[config.mk]
export PLATFORM = sky130hd
export DESIGN_NAME = hiword_permuter
export DESIGN_NICKNAME = d
export VERILOG_FILES = /design/src/rtl/hwp_pkg.sv /design/src/rtl/hwp_lane_shuffle.sv /design/src/rtl/hwp_decode_chk.sv /design/src/rtl/hwp_word_select.sv /design/src/rtl/hiword_permuter.sv
export SDC_FILE = /design/constraint.sdc
export NUM_CORES = 1
export LEC_CHECK = 0
export BUFFER_PORTS_ARGS = -buffer_cell sky130_fd_sc_hd__buf_2
export CORE_AREA = 2 2 620 622
export DETAILED_ROUTE_END_ITERATION = 10
export DIE_AREA = 0 0 622 624
export HOLD_SLACK_MARGIN = 0.05
export PLACE_DENSITY_LB_ADDON = 0.12
export REMOVE_ABC_BUFFERS = 1
export SETUP_SLACK_MARGIN = 0.3
export SYNTH_ARGS = -nofsm -noshare
export SYNTH_HDL_FRONTEND = slang
export SYNTH_SLANG_ARGS = --single-unit
[constraint.sdc]
create_clock -name clk -period 1 [get_ports clk]
set_input_delay 0.25 -clock clk [delete_from_list [all_inputs] [get_ports clk]]
set_output_delay 0.25 -clock clk [all_outputs]
set_load 0.02 [all_outputs]
[src/rtl/hwp_pkg.sv]
package hwp_pkg;
  typedef enum logic [1:0] {
    ENC_LEGACY = 2'b00,
    ENC_ZEXT   = 2'b01,
    ENC_MASKED = 2'b10,
    ENC_BAD    = 2'b11
  } enc_mode_e;

  localparam logic [3:0] RSV_OK = 4'b1111;
endpackage

[src/rtl/hwp_lane_shuffle.sv]
module hwp_lane_shuffle #(
  parameter int WORD_W = 16
) (
  input  logic [8*WORD_W-1:0] lane_in,
  input  logic [7:0]          imm,
  output logic [8*WORD_W-1:0] lane_out
);
  localparam int HALF_W = 4 * WORD_W;

  // low quadword passes straight through
  assign lane_out[HALF_W-1:0] = lane_in[HALF_W-1:0];

  for (genvar k = 0; k < 4; k++) begin : g_hi
    logic [1:0] sel;
    assign sel = imm[2*k +: 2];
    assign lane_out[HALF_W + k*WORD_W +: WORD_W] =
      lane_in[HALF_W + int'(sel)*WORD_W +: WORD_W];
  end
endmodule

[src/rtl/hwp_decode_chk.sv]
module hwp_decode_chk
  import hwp_pkg::*;
#(
  parameter int NUM_LANES = 4
) (
  input  logic [1:0]           enc_mode,
  input  logic [1:0]           vlen,
  input  logic                 len_bit,
  input  logic [3:0]           rsv_field,
  input  logic                 mask_en,
  output logic                 illegal,
  output logic [NUM_LANES-1:0] lane_on,
  output logic                 keep_above,
  output logic                 mask_act
);
  logic is_legacy, is_zext, is_masked;

  always_comb begin
    is_legacy = (enc_mode == ENC_LEGACY);
    is_zext   = (enc_mode == ENC_ZEXT);
    is_masked = (enc_mode == ENC_MASKED);

    illegal = 1'b0;
    if (enc_mode == ENC_BAD) illegal = 1'b1;
    if (!is_legacy && rsv_field != RSV_OK) illegal = 1'b1;
    if (!is_legacy && vlen == 2'b11) illegal = 1'b1;
    if (is_zext && vlen == 2'b10) illegal = 1'b1;
    if (is_zext && vlen == 2'b00 && len_bit) illegal = 1'b1;
    if (!is_legacy && (32'd1 << vlen) > NUM_LANES) illegal = 1'b1;

    for (int l = 0; l < NUM_LANES; l++) begin
      if (is_legacy) lane_on[l] = (l == 0);
      else           lane_on[l] = (32'(l) < (32'd1 << vlen));
    end

    keep_above = is_legacy;
    mask_act   = is_masked && mask_en;
  end
endmodule

[src/rtl/hwp_word_select.sv]
module hwp_word_select #(
  parameter int WORD_W    = 16,
  parameter int NUM_LANES = 4
) (
  input  logic [NUM_LANES*8*WORD_W-1:0] shuf,
  input  logic [NUM_LANES*8*WORD_W-1:0] old_dst,
  input  logic [NUM_LANES*8-1:0]        mask,
  input  logic [NUM_LANES-1:0]          lane_on,
  input  logic                          keep_above,
  input  logic                          mask_act,
  input  logic                          mask_zero,
  output logic [NUM_LANES*8*WORD_W-1:0] merged
);
  localparam int WPL   = 8;
  localparam int WORDS = NUM_LANES * WPL;

  for (genvar j = 0; j < WORDS; j++) begin : g_word
    localparam int LANE = j / WPL;
    logic [WORD_W-1:0] s_w, o_w;
    assign s_w = shuf[j*WORD_W +: WORD_W];
    assign o_w = old_dst[j*WORD_W +: WORD_W];
    assign merged[j*WORD_W +: WORD_W] =
      !lane_on[LANE]          ? (keep_above ? o_w : '0) :
      (!mask_act || mask[j])  ? s_w :
      mask_zero               ? '0 : o_w;
  end
endmodule

[src/rtl/hiword_permuter.sv]
module hiword_permuter
  import hwp_pkg::*;
#(
  parameter int WORD_W    = 16,
  parameter int NUM_LANES = 4
) (
  input  logic                          clk,
  input  logic                          rst_n,
  input  logic                          in_valid,
  input  logic [NUM_LANES*8*WORD_W-1:0] src,
  input  logic [NUM_LANES*8*WORD_W-1:0] old_dst,
  input  logic [7:0]                    imm,
  input  logic [1:0]                    vlen,
  input  logic                          len_bit,
  input  logic [NUM_LANES*8-1:0]        mask,
  input  logic                          mask_en,
  input  logic                          mask_zero,
  input  logic [1:0]                    enc_mode,
  input  logic [3:0]                    rsv_field,
  output logic                          res_valid,
  output logic [NUM_LANES*8*WORD_W-1:0] res_data,
  output logic                          res_illegal
);
  localparam int LANE_W = 8 * WORD_W;
  localparam int DATA_W = NUM_LANES * LANE_W;

  logic [DATA_W-1:0]    shuf, merged, data_d;
  logic [NUM_LANES-1:0] lane_on;
  logic                 illegal, keep_above, mask_act;
  logic                 valid_d, ill_d;

  for (genvar l = 0; l < NUM_LANES; l++) begin : g_lane
    hwp_lane_shuffle #(.WORD_W(WORD_W)) u_lane (
      .lane_in  (src[l*LANE_W +: LANE_W]),
      .imm      (imm),
      .lane_out (shuf[l*LANE_W +: LANE_W])
    );
  end

  hwp_decode_chk #(.NUM_LANES(NUM_LANES)) u_dec (
    .enc_mode   (enc_mode),
    .vlen       (vlen),
    .len_bit    (len_bit),
    .rsv_field  (rsv_field),
    .mask_en    (mask_en),
    .illegal    (illegal),
    .lane_on    (lane_on),
    .keep_above (keep_above),
    .mask_act   (mask_act)
  );

  hwp_word_select #(.WORD_W(WORD_W), .NUM_LANES(NUM_LANES)) u_sel (
    .shuf       (shuf),
    .old_dst    (old_dst),
    .mask       (mask),
    .lane_on    (lane_on),
    .keep_above (keep_above),
    .mask_act   (mask_act),
    .mask_zero  (mask_zero),
    .merged     (merged)
  );

  // next-state
  always_comb begin
    valid_d = in_valid && !illegal;
    ill_d   = in_valid && illegal;
    data_d  = res_data;
    if (in_valid) data_d = illegal ? old_dst : merged;
  end

  // registers
  always_ff @(posedge clk or negedge rst_n) begin
    if (!rst_n) begin
      res_valid   <= 1'b0;
      res_illegal <= 1'b0;
      res_data    <= '0;
    end else begin
      res_valid   <= valid_d;
      res_illegal <= ill_d;
      if (in_valid) res_data <= data_d;
    end
  end

  // low quadword of lane 0 passes through when no mask is active
  p_low_pass_r1: assert property (@(posedge clk) disable iff (!rst_n)
    in_valid && !illegal && !mask_act |=> res_data[63:0] == $past(src[63:0]));

  // result word 4 of lane 0 follows selector imm[1:0]
  p_sel_word4_r2: assert property (@(posedge clk) disable iff (!rst_n)
    in_valid && !illegal && !mask_act
    |=> res_data[4*WORD_W +: WORD_W] == $past(src[(4 + int'(imm[1:0]))*WORD_W +: WORD_W]));

  // legacy mode keeps everything above lane 0
  p_legacy_upper_r5: assert property (@(posedge clk) disable iff (!rst_n)
    in_valid && enc_mode == ENC_LEGACY
    |=> res_data[DATA_W-1:LANE_W] == $past(old_dst[DATA_W-1:LANE_W]));

  // zeroing mask clears a masked-off word 0
  p_zero_masked_r6: assert property (@(posedge clk) disable iff (!rst_n)
    in_valid && !illegal && mask_act && mask_zero && !mask[0]
    |=> res_data[WORD_W-1:0] == '0);

  // illegal returns old destination
  p_illegal_old_r9: assert property (@(posedge clk) disable iff (!rst_n)
    in_valid && illegal |=> res_illegal && !res_valid && res_data == $past(old_dst));

  // valid only follows an accepted input
  p_valid_src_r10: assert property (@(posedge clk) disable iff (!rst_n)
    res_valid |-> !res_illegal);
  p_idle_hold_r10: assert property (@(posedge clk) disable iff (!rst_n)
    !in_valid |=> !res_valid && !res_illegal && $stable(res_data));
endmodule

# == Yosys cells after proc, flatten, opt, wreduce, memory -nomap -nowiden ==
# Index checks and enable logic that the tools add are counted.
# word_totals
regBits,514
output_inout_bits,514
word_cells,220
# classes
addsub,4
n_lt_le_gt_ge,5
eq_ne,6
shift,17
mux,139
n_reduce_logical,46
# ops
cell,n
2-to-1 mux 16 bit,128
indexed part select 128 x 32 -> 16 bit,16
2-to-1 mux 512 bit,1
less-than comparator 1 x 32 -> 1 bit (first input constant),2
less-than comparator 2 x 32 -> 1 bit (first input constant),2
adder 7 x 6 -> 8 bit (first input constant),4
greater-than comparator 32 x 3 -> 1 bit (second input constant),1
logical OR 1 bit,32
<< shifter 1 x 2 -> 32 bit (first input constant),1
2-to-1 mux 1 bit,10
logical AND 1 bit,9
equality test 2 bit (second input constant),4
zero test 2 bit,2
inequality test 4 bit (second input constant),1
zero test 1 bit,3
equality test 2 x 1 -> 1 bit (second input constant),1

# == Longest topological paths before layout ==
# Gate-level depths: netlist of the first run.
# logic_depth
depth_word,10
mapped_depth,10
mapped_depth_nobuf,5

# == Cells and area by module ==
# Synthesis of the first run repeated with hierarchy kept, for this count alone.
# hier_totals
hier_cells,3509
hier_area_um2,37948.9
# by_module_without_submodules
module,n_inst,cells_per_inst,area_each_um2,seq_area_each_um2
hiword_permuter,1,2223,23650.2,12862.3
hwp_lane_shuffle,4,144,2177.1,0.0
hwp_word_select,1,695,5511.5,0.0
hwp_decode_chk,1,15,78.8,0.0

# == Least setup slack after synthesis of the first run ==
# Ideal clock, no wire load.
# synth_path
path_kind,input -> register
from,in imm[6]
to,reg res_data[249]
setup_time_ns,0.126
t_arrival_ns,1.680
t_required_ns,0.874
path_slack_ns,-0.806
stages,6
path_cell_list,buf_2 buf_2 mux4_2 o21ai_0 a21oi_1 a221o_1
# synth_between
elab_chain_len,5
# synth_lines
item,line_no,source
start: declaration,hiword_permuter.sv:12,"input logic [7:0] imm,"
adder 7 x 6 -> 8 bit,hwp_lane_shuffle.sv:17,lane_in[HALF_W + int'(sel)*WORD_W +: WORD_W];
indexed part select 128 x 32 -> 16 bit,hwp_lane_shuffle.sv:17,
2-to-1 mux 16 bit,hwp_word_select.sv:24,(!mask_act || mask[j]) ? s_w :
2-to-1 mux 16 bit,hwp_word_select.sv:23,!lane_on[LANE] ? (keep_above ? o_w : '0) :
2-to-1 mux 512 bit,hiword_permuter.sv:68,if (in_valid) data_d = illegal ? old_dst : merged;
end signal: assignment,hiword_permuter.sv:80,if (in_valid) res_data <= data_d;
end: declaration,hiword_permuter.sv:21,"output logic [NUM_LANES*8*WORD_W-1:0] res_data,"
# Every way passes these cells.
# A chain may end at the register's enable or synchronous reset.

# == Worst setup path in the final report of the first run ==
# layout_path
from,reg res_data[246]
to,out res_data[246]
# No word-level cell between the ends.

==> results of run 1 <==
## per-stage QoR
stage                     total power, µW  setup slack (ns)  area (µm²)
after global routing                92100            -0.857       73200
after floorplan                     33100             -6.07       33700
final                               88200            -0.785       73300
after global placement              47300             -1.46       54000
after CTS                           88700            -0.870       69900
after detailed placement            47300             -1.45       54000
## routing by layer
metal,vias up,routed length (µm),GRT usage (%)
met3,647,21900,4.04
met2,1903,174000,29.6
li1,19904,-,-
met5,-,614,0
met1,23581,146000,20.8
met4,96,12000,4.84
## state kept, by name (all words and copies together), names as in the netlist
signal / count
res_illegal: 1
res_data: 512
res_valid: 1
## power by group
part	total, µW	leakage (µW)	internal (µW)	switching [µW]
sequential	24700	0.00610	22900	1810
combinational	30600	0.0231	15300	15300
clock	32900	0.00139	19500	13500
## worst min path at each step
stage / from / slack [ns] / to / depth (start not counted)
floorplan: rst_n / -0.05 / res_data[0]$_DFFE_PN0P_ / 0
global placement: rst_n / 0.28 / res_data[289]$_DFFE_PN0P_ / 2
detailed placement: rst_n / 0.27 / res_data[289]$_DFFE_PN0P_ / 2
CTS: src[277] / -0.15 / res_data[277]$_DFFE_PN0P_ / 4
global route: src[277] / -0.09 / res_data[277]$_DFFE_PN0P_ / 4
finish: old_dst[272] / -0.06 / res_data[272]$_DFFE_PN0P_ / 4
## cell type report
type / instances / area (µm²) / share of cell area [%]
Timing Repair Buffer: 3220 / 29200 / 39.8
Multi-Input combinational cell: 2636 / 21500 / 29.3
Clock inverter: 16 / 280 / 0.382
Clock buffer: 126 / 2570 / 3.51
Antenna cell: 104 / 260 / 0.355
Inverter: 87 / 334 / 0.456
Sequential cell: 514 / 12900 / 17.6
Tap cell: 5038 / 6300 / 8.60
## worst max-delay path, stage by stage (launching register included)
cell and delay [ns]:
dfrtp_2 0.44, buf_12 0.14, buf_8 0.12
## synthesized netlist by cell type, drive strengths merged, types with 12 or more instances
| master | instances |
|---|---|
| a211oi | 65 |
| a21oi | 504 |
| a221o | 179 |
| a221oi | 16 |
| a22oi | 12 |
| and3 | 14 |
| buf | 152 |
| clkbuf | 268 |
| dfrtp | 514 |
| inv | 87 |
| mux4 | 256 |
| nand2 | 223 |
| nand2b | 68 |
| nand3 | 85 |
| nand3b | 70 |
| nand4b | 12 |
| nor2 | 341 |
| nor2b | 36 |
| nor3b | 229 |
| o21ai | 108 |
| o221ai | 82 |
| o22ai | 64 |
| o2bb2ai | 66 |
| o31ai | 64 |
| or2 | 22 |
| or3b | 82 |
## cells by family (layout without fill, tap and decap cells)
family | after synthesis | in the layout | share of synthesized area (%)
AO/OA/AOI/OAI | 1176 | 1176 | 22.2
XOR/XNOR | 1 | 1 | 0.0246
buffers and inverters | 507 | 3449 | 6.12
flip-flops | 514 | 514 | 36.2
multiplexers | 256 | 256 | 16.2
other | 0 | 104 | 0
AND/OR/NAND/NOR | 1199 | 1203 | 19.3
## repair_timing
action / in CTS / in global routing
buffers inserted: 179 / 146
endpoints found under the hold margin: 1026 / 62
pin swaps: 14 / 85
cloned: 15 / 44
setup endpoints to repair: 1028 / 1028
resized for setup: 1117 / 231
==> results.sh, run 1 <==
export IMPL_synth_sequential_area_ratio_pct=36.2
export IMPL_setup_worst_path_class="register to output pin"
export IMPL_violated_checks="negative hold slack, negative setup slack"
export IMPL_final_max_slew_viol_count=0
export IMPL_synth_area_leaders="dfrtp_1 (36%), mux4_2 (16%), a21oi_1 (7.1%), a221o_1 (5.0%), nor3b_1 (3.9%)"
export IMPL_core_area_um2=381000
export IMPL_grt_total_usage_pct=17.0
export IMPL_grt_max_degree=64
export IMPL_pwr_density_cell_nw_per_um2=1200
export IMPL_result_of_the_run="finished with violations"
export IMPL_synth_edf_count=0
export IMPL_timing_rr_end="res_data[339]$_DFFE_PN0P_"
export IMPL_cp_startpoint="res_data[246]$_DFFE_PN0P_"
export IMPL_synth_cell_types=54
export IMPL_worst_clock_skew_ns=0
export IMPL_die_x_um=622
export IMPL_avgRoutedWirePerCell_um=30.2
export IMPL_synth_ff_latch_count=514
export IMPL_setup_tns_final_ns=-447.86
export IMPL_worst_setup_path_endpoint="res_data[246]"
export IMPL_fill_count=42507
export IMPL_tritoncts_num_sinks=514
export IMPL_placement_rows=227
export IMPL_cts_hold_fix_buffers=766
export IMPL_postRouteWirelength_um=355000
export IMPL_io_pins=1592
export IMPL_clockRootBuffer="clkbuf_16"
export IMPL_iteration_count_of_the_initial_detailed_routing_pass=5
export IMPL_layoutNonFillerInstCount=11741
export IMPL_layout_cells_most_common_list="buf_2 (1062), dlygate4sd3_1 (766), buf_4 (579), buf_6 (535), dfrtp_1 (496)"
export IMPL_setup_violations_final=1026
export IMPL_vert_die_dim_um=624
export IMPL_clk_pin_slew_ns=0.05
export IMPL_gr_total_overflow=0
export IMPL_flow_area_growth_from_synthesis_pct=106
export IMPL_ys_dominant_reg_cell="dfrtp_1"
export IMPL_viasPerCell=3.93
export IMPL_drt_first_iter_violations=3048
export IMPL_area_leader_netlist="dfrtp_1"
export IMPL_nNetsFinal=7628
export IMPL_finalCriticalPeriod_ns=1.79
export IMPL_area_share_of_the_leading_cell_type_in_the_synthesized_netlist_pct=36.2
export IMPL_vias=46131
export IMPL_relSlewSlack_pct=50.0
export IMPL_hold_viol_final=7
export IMPL_insertion_delay_ns=0.76
export IMPL_initial_utilization_pct=9.33
export IMPL_max_cap_viol_count=0
export IMPL_endpoint_required_time_on_the_critical_path_ns=0.75
export IMPL_clk_path_buf_depth=4
export IMPL_antenna_found_initial=274
export IMPL_cts_tree="built"
export IMPL_finalWorstSetupSlack_ns=-0.785
export IMPL_achievable_frequency_mhz=560
export IMPL_wire_length_of_the_first_global_routing_pass_um=450000
export IMPL_drt_drc_violations_left=0
export IMPL_min_path_type="input port to register"
export IMPL_layout_cells_most_common="buf_2"
export IMPL_layout_drive_gt1_share_pct=46.8
export IMPL_port_buffers=1591
export IMPL_syn_cell_area_um2=35600
export IMPL_detailed_place_hpwl_um=278000
export IMPL_worst_ir_drop_vdd_v=0.00113
export IMPL_worst_setup_path_end_kind="output pin"
export IMPL_worst_ep_arrival_time_ns=1.54
export IMPL_r2r_slack_ns=-0.10
export IMPL_cp_max_fo=2
export IMPL_die_area_um2=388000
export IMPL_slew_at_the_pin_closest_to_its_max_slew_limit_ns=0.748
export IMPL_worst_r2r_cell_count=3
export IMPL_vias_in_the_first_global_route=46286
export IMPL_async_reset_ff_share_pct=100
export IMPL_finalCritPeriodShare_pct=179
export IMPL_p_leak_uw=0.0306
export IMPL_finish_utilization_pct=19.2
export IMPL_startpoint_type="register"
export IMPL_cts_made_buffers=91
export IMPL_final_hold_worst_slack_ns=-0.0576
export IMPL_postRouteAntennaNets=0
export IMPL_postSynthCellCount=3653
export IMPL_synth_yosys_warnings=0
export IMPL_rsz_0062_raised_after_global_routing="true"
export IMPL_cts_htree_levels=3
export IMPL_place_inst=10345
export IMPL_timing_rr_start="res_data[339]$_DFFE_PN0P_"
export IMPL_globalplace_congestion=0.860
export IMPL_postSynthAreaPerCell_um2=9.73
(Power assumes the default switching activity.)
==> run 2, diff against run 1 <==
Settings changed: CORE_AREA 2 2 620 622 to 2 2 612 614, DIE_AREA 0 0 622 624 to 0 0 614 616, SYNTH_HIERARCHICAL set to 1.
Clock period 1 ns to 1.57 ns, I/O delays scaled along.
==> run 2 against run 1 <==
The flow finishes with violations (negative setup slack). Core utilization grew 0.11 points. Cell count down 4.0%. Synthesized cell count is 3.9% lower. Clock power shrank 36%. Register-to-register slack improved by 0.77 ns. Clock skew did not move. Sequential power decreased by 34%. Flip-flop and latch count is the same. Wire length decreased by 11%. First-iteration DRC count shrank 19%. Critical endpoint is now res_data[324]. Largest cell class unchanged.
==> results.sh, run 2 <==
export IMPL_result_of_the_run="finished with violations"
export IMPL_violated_checks="negative setup slack"
export IMPL_cts_htree_levels=3
export IMPL_net_switching_power_uw=20700
export IMPL_grt_total_usage_pct=15.7
export IMPL_postSynthAreaPerCell_um2=10.8
export IMPL_insertion_delay_ns=0.79
export IMPL_area_share_of_the_leading_cell_type_in_the_synthesized_netlist_pct=33.9
export IMPL_clk_path_buf_depth=4
export IMPL_initial_utilization_pct=10.2
export IMPL_largest_delay_share_family_worst_path="flip-flops"
export IMPL_worst_ir_drop_vdd_v=0.000629
export IMPL_vias=41517
export IMPL_worst_ep_arrival_time_ns=1.44
export IMPL_tritoncts_num_sinks=514
export IMPL_synth_yosys_warnings=6
export IMPL_rsz_0062_raised_after_global_routing="true"
export IMPL_vias_in_the_first_global_route=41971
export IMPL_registers_top_by_ff_count="res_data"
export IMPL_synth_ff_latch_count=514
export IMPL_synth_cell_types=26
export IMPL_final_max_slew_viol_count=0
export IMPL_setup_worst_path_class="register to output pin"
export IMPL_cp_slowest_stage_delay_ns=0.46
export IMPL_core_area_um2=371000
export IMPL_power_report_internal_total_uw=38500
export IMPL_syn_cell_area_um2=37900
export IMPL_layoutNonFillerInstCount=11273
export IMPL_layout_cells_most_common="buf_2"
export IMPL_synth_area_leaders="dfrtp_1 (34%), mux2i_1 (14%), a22o_1 (12%), mux4_2 (9.5%), a21oi_1 (6.8%)"
export IMPL_largest_reg_flops=512
export IMPL_antenna_found_initial=228
export IMPL_worst_clock_skew_ns=0
export IMPL_area_leader_netlist="dfrtp_1"
export IMPL_layout_cells_most_common_list="buf_2 (1057), dlygate4sd3_1 (744), buf_6 (564), nor2_1 (513), a22o_1 (512)"
export IMPL_finalCriticalPeriod_ns=1.83
export IMPL_report_power_total_uw=59200
export IMPL_wire_length_of_the_first_global_routing_pass_um=401000
export IMPL_vert_die_dim_um=616
export IMPL_worst_setup_path_end_kind="output pin"
export IMPL_setup_tns_final_ns=-81.20
export IMPL_finish_utilization_pct=19.3
export IMPL_postSynthCellCount=3509
export IMPL_path_buf_inv=1
export IMPL_synth_sequential_area_ratio_pct=33.9
export IMPL_flow_area_growth_from_synthesis_pct=89.2
export IMPL_clk_pin_slew_ns=0.06
export IMPL_drt_first_iter_violations=2461
export IMPL_r2r_slack_ns=0.67
export IMPL_globalplace_congestion=0.873
export IMPL_clockRootBuffer="clkbuf_16"
export IMPL_switching_share_pct=34.9
export IMPL_setup_violations_final=514
export IMPL_finalWorstSetupSlack_ns=-0.260
export IMPL_avgRoutedWirePerCell_um=27.8
export IMPL_detailed_place_hpwl_um=255000
export IMPL_drt_drc_violations_left=0
export IMPL_layout_drive_gt1_share_pct=45.1
export IMPL_power_frac_comb_pct=37.3
export IMPL_postRouteWirelength_um=314000
export IMPL_placement_rows=224
export IMPL_slew_at_the_pin_closest_to_its_max_slew_limit_ns=1.24
export IMPL_min_path_type="input port to register"
export IMPL_ys_dominant_reg_cell="dfrtp_1"
export IMPL_viasPerCell=3.68
export IMPL_synthMostInstantiatedCell="nor2_1"
export IMPL_postRouteAntennaNets=0
export IMPL_cts_made_buffers=90
export IMPL_max_cap_viol_count=0
export IMPL_sequentialPowerShare_pct=27.4
export IMPL_synth_edf_count=0
export IMPL_port_buffers=1591
export IMPL_async_reset_ff_share_pct=100
export IMPL_gr_total_overflow=0
export IMPL_place_inst=9928
export IMPL_finalCritPeriodShare_pct=117
export IMPL_io_pins=1592
export IMPL_clockPowerShare_pct=35.3
export IMPL_p_leak_uw=0.0327
export IMPL_iteration_count_of_the_initial_detailed_routing_pass=6
export IMPL_ranking_of_synthesized_cells_by_instance_count="nor2_1 (517), a21oi_1 (514), dfrtp_1 (514)"
export IMPL_nNetsFinal=7215
export IMPL_placement_setup_worst_slack_ns=-1.24
export IMPL_die_area_um2=378000
export IMPL_startpoint_type="register"
export IMPL_pwr_density_cell_nw_per_um2=825
export IMPL_hold_viol_final=0
export IMPL_path_cells="buf_6"
export IMPL_endpoint_required_time_on_the_critical_path_ns=1.18
export IMPL_cts_tree="built"
export IMPL_grt_max_degree=85
export IMPL_relSlewSlack_pct=17.4
export IMPL_worst_path_max_delay_cell="dfrtp_2"
export IMPL_achievable_frequency_mhz=547
export IMPL_layout_top_registers="res_data: 512 flops, res_illegal: 1 flops, res_valid: 1 flops"
export IMPL_cp_max_fo=2
export IMPL_die_x_um=614
==> run 2: cell count changes after synthesis, moves of 70 or more <==
cell      before  now
nor3b_1      186    0
mux4_2       256  160
nand3_1       84    0
buf_4          4  288
o21ai_0      100    0
nand3b_1      70    0
clkbuf_1     268   70
a22o_1         0  512
nor2_1       340  517
o221ai_1      82    0
a221o_1      179    0
mux4_1         0   96
mux2i_1        0  512
nand2_1      222    1
==> run 2: timing repair <==
item	CTS	global route
endpoints found under the hold margin	1027	0
pin swaps	25	106
hold buffers	745	0
setup buffers	175	144
gates cloned	7	19
setup endpoints to repair	1012	1027
resized for setup	1149	121
==> run 2: logic make-up (layout without fill, tap and decap cells) <==
family | Yosys count | count (layout) | share of synthesized area (%)
buffers and inverters | 595 | 3283 | 11.3
AND/OR/NAND/NOR | 548 | 548 | 5.66
other | 1 | 105 | 0.00988
multiplexers | 768 | 768 | 29.6
AO/OA/AOI/OAI | 1083 | 1083 | 19.5
flip-flops | 514 | 514 | 33.9
==> run 2: through the flow <==
step	instance area, µm²	hold slack [ns]
floorplan	33800	0.0969
global placement	53700	0.498
detailed placement	53700	0.505
CTS	69500	0.0518
global route	71700	0.0556
finish	71800	0.0633
==> run 2: final cells by class <==
class | count | area [µm²]
antenna | 104 | 260
clock buffer | 127 | 2600
clock inverter | 25 | 313
fill | 41258 | 300000
inverter | 24 | 90.1
multi-input combinational | 2400 | 21500
sequential | 514 | 12900
tap | 4972 | 6220
timing repair buffer | 3107 | 27900
==> run 2: worst paths after layout <==
| kind | cells past startpoint | end | startpoint |
|---|---|---|---|
| setup / recovery | 1 | res_data[324] | res_data[324]$_DFFE_PN0P_ |
| hold / removal | 3 | res_data[424]$_DFFE_PN0P_ | in_valid |
| setup reg to reg | 4 | res_data[289]$_DFFE_PN0P_ | res_data[289]$_DFFE_PN0P_ |
| hold reg to reg | 2 | res_data[438]$_DFFE_PN0P_ | res_data[438]$_DFFE_PN0P_ |
| max in group asynchronous | 4 | res_data[54]$_DFFE_PN0P_ | rst_n |
| min in group asynchronous | 3 | res_data[494]$_DFFE_PN0P_ | rst_n |
==> run 2: power groups by stage <==
stage          Combinational (µW)  Clock (µW)  Sequential, µW
2_1_floorplan                5930           0           17700
3_3_place_gp                16900           0           16100
3_5_place_dp                16900           0           16100
4_1_cts                     21500       21900           16200
5_1_grt                     23400       22200           16400
6_report                    22100       20900           16200
==> run 2: worst register-to-register path, delay by kind of cell (launching register included) <==
| kind | cells | cell delay [ns] |
|---|---|---|
| buf+inv | 2 | 0.26 |
| flops | 1 | 0.40 |
| compound gates | 1 | 0.04 |
| simple gates | 1 | 0.08 |
==> run 2: per-layer routing <==
layer  track usage, %  wire length, µm  part of all wire [%]  vias to the layer above
li1                 -                -                     -                    18556
met4             4.27             9370                   3.0                       78
met3             3.56            18800                   6.0                      528
met2             28.0           160000                    51                     1657
met5                0              473                  0.15                        -
met1             18.6           126000                    40                    20698
==> run 3, diff against run 2 <==
Settings changed: CORE_AREA 2 2 612 614 to 2 2 615 617, DIE_AREA 0 0 614 616 to 0 0 617 619.
Clock period 1.57 ns to 1.8 ns, I/O delays scaled along.
==> run 3 against run 2 <==
The run still ends with negative setup slack left. Flip-flop and latch count unchanged. Global-route usage increased by 0.83 points. Cell count decreased by 1.2%. Register-to-register slack improved by 0.23 ns. Sequential share of layout area increased by 0.39 points. Via count decreased by 0.29%. Cell area decreased by 2.3%. Clock-buffer cell count increased by 6. Hold slack improved by 0.048 ns. Largest cell class unchanged.
==> results.sh, run 3 (synthesized netlist as in run 2, its figures left out) <==
export IMPL_result_of_the_run="finished with violations"
export IMPL_violated_checks="negative setup slack"
export IMPL_clk_pin_slew_ns=0.06
export IMPL_cts_made_buffers=90
export IMPL_clk_path_buf_depth=4
export IMPL_io_pins=1592
export IMPL_place_inst=9927
export IMPL_largest_delay_share_family_worst_path="flip-flops"
export IMPL_report_power_total_uw=51300
export IMPL_min_path_type="input port to register"
export IMPL_viasPerCell=3.72
export IMPL_path_cells="buf_6"
export IMPL_path_buf_inv=1
export IMPL_tritoncts_num_sinks=514
export IMPL_achievable_frequency_mhz=527
export IMPL_worst_clock_skew_ns=0
export IMPL_die_area_um2=382000
export IMPL_cts_htree_levels=3
export IMPL_final_max_slew_viol_count=0
export IMPL_layout_cells_most_common_list="buf_2 (1063), dlygate4sd3_1 (671), buf_6 (556), nor2_1 (513), a22o_1 (511)"
export IMPL_endpoint_required_time_on_the_critical_path_ns=1.35
export IMPL_net_switching_power_uw=18200
export IMPL_wire_length_of_the_first_global_routing_pass_um=420000
export IMPL_finalCritPeriodShare_pct=105
export IMPL_vert_die_dim_um=619
export IMPL_vias=41396
export IMPL_core_area_um2=375000
export IMPL_rsz_0062_raised_after_global_routing="true"
export IMPL_worst_setup_path_end_kind="output pin"
export IMPL_postRouteWirelength_um=332000
export IMPL_postRouteAntennaNets=0
export IMPL_setup_violations_final=228
export IMPL_layoutNonFillerInstCount=11138
export IMPL_setup_worst_path_class="register to output pin"
export IMPL_port_buffers=1591
export IMPL_worst_ep_arrival_time_ns=1.45
export IMPL_flow_area_growth_from_synthesis_pct=84.8
export IMPL_avgRoutedWirePerCell_um=29.8
export IMPL_worst_path_max_delay_cell="dfrtp_2"
export IMPL_placement_rows=225
export IMPL_clockRootBuffer="clkbuf_16"
export IMPL_finalCriticalPeriod_ns=1.90
export IMPL_grt_max_degree=61
export IMPL_initial_utilization_pct=10.1
export IMPL_drt_drc_violations_left=0
export IMPL_registers_top_by_ff_count="res_data"
export IMPL_sequentialPowerShare_pct=27.3
export IMPL_worst_ir_drop_vdd_v=0.000679
export IMPL_cts_tree="built"
export IMPL_drt_first_iter_violations=2581
export IMPL_nNetsFinal=7087
export IMPL_globalplace_congestion=0.845
export IMPL_hold_viol_final=0
export IMPL_gr_total_overflow=0
export IMPL_vias_in_the_first_global_route=41658
export IMPL_insertion_delay_ns=0.81
export IMPL_power_report_internal_total_uw=33100
export IMPL_cp_max_fo=2
export IMPL_p_leak_uw=0.0319
export IMPL_largest_reg_flops=512
export IMPL_power_frac_comb_pct=37.3
export IMPL_cp_slowest_stage_delay_ns=0.47
export IMPL_slew_at_the_pin_closest_to_its_max_slew_limit_ns=1.06
export IMPL_startpoint_type="register"
export IMPL_finalWorstSetupSlack_ns=-0.0972
export IMPL_iteration_count_of_the_initial_detailed_routing_pass=5
export IMPL_relSlewSlack_pct=29.4
export IMPL_clockPowerShare_pct=35.4
export IMPL_switching_share_pct=35.5
export IMPL_layout_drive_gt1_share_pct=44.6
export IMPL_layout_cells_most_common="buf_2"
export IMPL_detailed_place_hpwl_um=271000
export IMPL_antenna_found_initial=283
export IMPL_pwr_density_cell_nw_per_um2=731
export IMPL_grt_total_usage_pct=16.5
export IMPL_die_x_um=617
export IMPL_max_cap_viol_count=0
export IMPL_layout_top_registers="res_data: 512 flops, res_illegal: 1 flops, res_valid: 1 flops"
==> run 3: cell count changes in the layout (fill, tap and decap cells not counted), sizes merged <==
| cell | change |
|---|---|
| dlygate4sd3 | -73 |
| bufbuf | +1 |
| clkbuf | +4 |
| diode | -32 |
| clkinv | -5 |
| clkinvlp | +5 |
| buf | -54 |
| bufinv | -3 |
==> run 3: path summary, 6_finish.rpt <==
check	cells after the start	slack (ns)	end	startpoint
setup / recovery	1	-0.1	res_data[100]	res_data[100]$_DFFE_PN0P_
hold / removal	4	0.11	res_data[281]$_DFFE_PN0P_	src[281]
setup reg to reg	4	0.90	res_data[247]$_DFFE_PN0P_	res_data[247]$_DFFE_PN0P_
hold reg to reg	2	0.54	res_data[343]$_DFFE_PN0P_	res_data[343]$_DFFE_PN0P_
max in group asynchronous	4	0.79	res_data[313]$_DFFE_PN0P_	rst_n
min in group asynchronous	2	0.14	res_data[199]$_DFFE_PN0P_	rst_n
==> run 3: layout make-up <==
type | instances | area [µm²]
timing repair buffer | 2979 | 26400
sequential | 514 | 12900
multi-input combinational | 2400 | 21500
tap | 4994 | 6250
antenna | 72 | 180
fill | 41650 | 305000
clock inverter | 22 | 245
inverter | 24 | 90.1
clock buffer | 133 | 2660
==> run 3: power groups by stage <==
stage               clock network (µW)  registers [µW]  logic (µW)
detailed placement                   0           13900       14900
finish                           18200           14000       19100
floorplan                            0           15500        5170
global route                     19400           14200       20200
global placement                     0           13900       14900
CTS                              19100           14000       18800
==> run 3: through the flow <==
stage / util [%] / hold WS (ns) / TNS, ns / setup slack (ns) / area (µm²)
after floorplan: - / 0.154 / -4335.43 / -8.44 / 33800
after global placement: 14.3 / 0.392 / -355.23 / -1.09 / 53500
after detailed placement: 14.3 / 0.386 / -355.80 / -1.01 / 53500
after CTS: 18.2 / 0.0501 / -48.97 / -0.209 / 68300
after global routing: 18.7 / 0.0671 / -39.69 / -0.178 / 70000
final: 18.7 / 0.112 / -3.88 / -0.0972 / 70100
==> run 3: what timing repair did <==
item | 4_1_cts | 5_1_grt
pin swaps | 29 | 68
gates cloned | 4 | 13
endpoints found under the hold margin | 693 | 0
buffers inserted | 177 | 119
gates resized for setup | 1133 | 90
hold buffers | 671 | 0
endpoints found under the setup margin | 887 | 825
==> run 3: layer usage <==
metal  routed length, µm  part of all wire [%]  up-vias  GRT usage, %
met5                 694                  0.21        -             0
met4                8830                   2.7      110          3.58
met3               25900                   7.8      620          4.78
met2              167000                    50     1793          29.5
met1              129000                    39    20608          19.3
li1                    -                     -    18265             -
